==> config.mk <==
export PLATFORM = sky130hd
export DESIGN_NAME = dec_expand_top
export DESIGN_NICKNAME = d
export VERILOG_FILES = /design/src/rtl/dec_pkg.sv /design/src/rtl/dec_cell.sv /design/src/rtl/dec_bank_steer.sv /design/src/rtl/dec_expand_top.sv
export SDC_FILE = /design/constraint.sdc
export NUM_CORES = 1
export LEC_CHECK = 0
export CAP_MARGIN = 20
export CORE_AREA = 3 3 40 42
export DETAILED_ROUTE_END_ITERATION = 6
export DIE_AREA = 0 0 43 45
export DONT_BUFFER_PORTS = 1
export GPL_ROUTABILITY_DRIVEN = 0
export GPL_TIMING_DRIVEN = 0
export SLEW_MARGIN = 5
export SYNTH_ARGS = -nofsm -noshare
export SYNTH_HDL_FRONTEND = slang
export SYNTH_HIERARCHICAL = 1
export SYNTH_SLANG_ARGS = --single-unit
==> constraint.sdc <==
create_clock -name vclk -period 0.8
set_input_delay 0.08 -clock vclk [all_inputs]
set_output_delay 0.08 -clock vclk [all_outputs]
set_load 0.01 [all_outputs]
==> src/rtl/dec_pkg.sv <==
package dec_pkg;
    // select width of one decode cell and its derived line count
    localparam int SEL_W  = 3;
    localparam int OUT_N  = 1 << SEL_W;
    // bank bits of the wide decoder; the steering scheme uses one
    // active-high and one active-low cell enable, so two bits
    localparam int BANK_W = 2;
    localparam int BANKS  = 1 << BANK_W;
    localparam int WIDE_W = SEL_W + BANK_W;
    localparam int WIDE_N = OUT_N * BANKS;

    // the three gating enables of one cell
    typedef struct packed {
        logic hi;      // active high
        logic lo_a_n;  // active low, data input in demultiplexer use
        logic lo_b_n;  // active low
    } dec_en_t;
endpackage

==> src/rtl/dec_cell.sv <==
module dec_cell
    import dec_pkg::*;
#(
    parameter int W = SEL_W,
    localparam int N = 1 << W
) (
    input  logic [W-1:0] sel,
    input  dec_en_t      en,
    output logic [N-1:0] y_n
);
    logic gate_ok;

    // all three enables must sit at their asserted levels
    assign gate_ok = en.hi & ~en.lo_a_n & ~en.lo_b_n;

    for (genvar g = 0; g < N; g++) begin : g_line
        assign y_n[g] = ~(gate_ok && (sel == W'(g)));
    end
endmodule

==> src/rtl/dec_bank_steer.sv <==
module dec_bank_steer
    import dec_pkg::*;
(
    input  logic [BANK_W-1:0]  bank_addr,
    input  logic               glob_en_n,
    output dec_en_t [BANKS-1:0] bank_en
);
    logic [BANK_W-1:0] bank_inv;

    // the single shared inversion of the upper address bits
    assign bank_inv = ~bank_addr;

    for (genvar k = 0; k < BANKS; k++) begin : g_bank
        localparam logic [BANK_W-1:0] PAT = BANK_W'(k);
        // upper bit goes to the active-high enable, true or inverted
        assign bank_en[k].hi     = PAT[1] ? bank_addr[1] : bank_inv[1];
        // lower bit goes to an active-low enable, inverted or true
        assign bank_en[k].lo_b_n = PAT[0] ? bank_inv[0]  : bank_addr[0];
        // global enable shared by every cell
        assign bank_en[k].lo_a_n = glob_en_n;
    end
endmodule

==> src/rtl/dec_expand_top.sv <==
module dec_expand_top
    import dec_pkg::*;
(
    input  logic [SEL_W-1:0]  sel,
    input  logic              en_hi,
    input  logic              en_lo_a_n,
    input  logic              en_lo_b_n,
    output logic [OUT_N-1:0]  y_n,
    input  logic [WIDE_W-1:0] wide_addr,
    input  logic              wide_en_n,
    output logic [WIDE_N-1:0] wide_y_n
);
    dec_en_t              cell_en;
    dec_en_t [BANKS-1:0]  bank_en;

    assign cell_en.hi     = en_hi;
    assign cell_en.lo_a_n = en_lo_a_n;
    assign cell_en.lo_b_n = en_lo_b_n;

    dec_cell #(.W(SEL_W)) u_single (
        .sel (sel),
        .en  (cell_en),
        .y_n (y_n)
    );

    dec_bank_steer u_steer (
        .bank_addr (wide_addr[WIDE_W-1:SEL_W]),
        .glob_en_n (wide_en_n),
        .bank_en   (bank_en)
    );

    for (genvar k = 0; k < BANKS; k++) begin : g_cell
        dec_cell #(.W(SEL_W)) u_cell (
            .sel (wide_addr[SEL_W-1:0]),
            .en  (bank_en[k]),
            .y_n (wide_y_n[k*OUT_N +: OUT_N])
        );
    end
endmodule

==> PnR_summary.wiki <==
{| class="wikitable"
! Metric !! Value
|-
| Run status || completed
|-
| Worst ir drop on vdd || around 0.14 mV
|-
| Proportion of layout cells with a drive suffix above 1 || 0.3171
|-
| Antenna Cells || 0
|-
| Nets in the synthesized netlist || between 90 and 100
|-
| Via-to-Cell Ratio || approximately 5.5
|-
| Global-route congestion overflow total || 0
|-
| Type of origin of the critical path || input pin
|-
| Routed WL || roughly 1200 um
|-
| Normalized max-slew margin || 0.8266
|-
| Number of remaining DRC errors || 0
|-
| Internal Power || around 0.090 mW
|-
| Transition time at the pin with the least slew margin || ~0.26 ns
|-
| Number of global-route vias before repair || between 400 and 500
|-
| Number of clock buffers in the layout || 0
|-
| Switching power || just over 0.08 mW
|-
| Initial antenna violation count || 0
|-
| Sequential cell area in the final layout || 0 um2
|-
| Hold Violations, Final || 0
|-
| Setup Fix Bufs, Post-CTS || 0
|-
| Max-cap violation count || 0
|-
| Core Region || about 0.0013 mm2
|-
| Die span in x || between 40 and 50 um
|-
| Detailed Route Iter0 Violations || 5
|-
| Buffer and inverter count on the worst path || 2
|-
| Die Y-Extent || 45 um
|-
| Clk pwr share || 0
|-
| Leakage component of the power || just under 0.2 nW
|-
| Effective utilization at floorplan || 0.4099
|-
| Post-Syn Instances || between 80 and 90
|-
| Warnings from Yosys || 6
|-
| Number of port buffers || 0
|-
| First-pass GRT wire length || around 1800 um
|-
| Worst EP required || roughly 0.72 ns
|-
| Worst-path fanout max || 5
|-
| Number of top-level pins || 52
|-
| Detailed-placement wirelength estimate || approximately 1000 um
|-
| Final-report max-slew violation count || 0
|-
| CP cell instances || inv_1 -> buf_4 -> and3b_1 -> nand2_1
|-
| Unrepaired setup endpoints after global routing || false
|-
| Sw Ratio || 0.4791
|-
| Count of cell types in the netlist || 8
|-
| Multi-input gate area || around 460 um2
|-
| Largest delay share family, worst path || buffers and inverters
|-
| P&R area growth vs syn || 6.888%
|-
| Setup violation total in the final timing report || 0
|-
| Maximum number of pins on one net before global-route repair || 21
|-
| Floorplan row count || 13
|-
| CP Class || in -> out
|-
| Final TNS setup || 0 ns
|-
| Final antenna-violating net count || 0
|-
| Die area || 0.001935 mm2
|-
| Post-synthesis instance area || 526.8 um2
|-
| Hold Path Class || in -> out
|-
| Total number of vias || ~540
|-
| Shortest clock period the worst path allows after layout || 0.7435 ns
|-
| Power density over the cells || 305.7 mW/mm2
|-
| Number of inserted filler cells in the final layout || approximately 140
|-
| Nets || 96
|-
| Final period utilization || 0.9294
|-
| Most common cell after layout, fill and taps aside || sky130_fd_sc_hd__nand2_1
|-
| Final design utilization || 0.4382
|-
| Most used cells in the layout excluding fill and tap cells || 30 x sky130_fd_sc_hd__nand2_1, 10 x sky130_fd_sc_hd__and3b_1, 10 x sky130_fd_sc_hd__buf_4
|-
| Max stage delay on crit path || between 0.15 and 0.2 ns
|-
| CP max stage cell || sky130_fd_sc_hd__and3b_1
|-
| Number of detailed-routing iterations run before antenna repair || 3
|-
| Critical path capture point type || output pin
|-
| Share of power burned in registers || 0
|-
| Arrival time of data at the critical path endpoint || roughly 0.66 ns
|-
| Maximum clock rate || between 1000 and 1500 MHz
|-
| Total power consumption of the routed design || 0.1721 mW
|-
| Share of power burned in combinational logic || 1.000
|-
| Share of the yosys chip area belonging to registers || 0
|-
| Layout sequential cell count || 0
|-
| Post-Synthesis Mean Instance Area || around 6.4 um2
|-
| Average wire per cell in the routed design || 12.82 um
|-
| Total track usage || 0.1144
|}
## path summary, 6_finish.rpt
check,start,end,slack [ns],cells after the start
max,wide_addr[3],wide_y_n[31],0.06,4
min,wide_addr[1],wide_y_n[10],0.23,1
## power by group through the flow
stage	clock (mW)	combinational (mW)	sequential [mW]
after floorplan	0	0.150	0
after global placement	0	0.162	0
after detailed placement	0	0.166	0
after CTS	0	0.166	0
after global routing	0	0.190	0
final	0	0.172	0
## metal layers
metal,track usage,wire length (um),up-vias
met5,0,0,-
met4,0,0,0
met3,0.01992,125,0
met2,0.1737,550,28
met1,0.1786,568,237
li1,-,-,271
## stage by stage
step	hold WS, ns	cell area (um2)	instances	worst slack (ns)
2_1_floorplan	0.2519	526.8	82	0.1020
3_3_place_gp	0.2611	545.5	97	0.03230
3_5_place_dp	0.2584	545.5	97	0.005473
4_1_cts	0.2586	545.5	97	0.009242
5_1_grt	0.2307	563.0	97	0.01034
6_report	0.2284	563.0	97	0.05646
## Yosys cell counts (all sizes together)
master / n / share of area
and3b: 10 / 0.17
buf: 10 / 0.14
inv: 2 / 0.014
nand2: 30 / 0.21
nand3: 10 / 0.095
nor2: 5 / 0.036
nor3: 5 / 0.095
nor3b: 10 / 0.24
## cell type report
type	count	area share
well taps	15	0.03333
plain buffers	10	0.1333
multi-input cells	70	0.8200
inverters	2	0.01333
## kinds of logic (layout without fill, tap and decap cells)
family | after synthesis | count (layout) | synth area share
buffers and inverters | 12 | 12 | 0.1568
AND/OR/NAND/NOR | 70 | 70 | 0.8432
## timing repair
| action | 4_1_cts | 5_1_grt |
|---|---|---|
| endpoints found under the setup margin | 0 | 5 |
| gates resized for setup | 0 | 3 |
| hold buffers | 0 | 0 |
No activity file was read; power rests on OpenSTA's default activity.
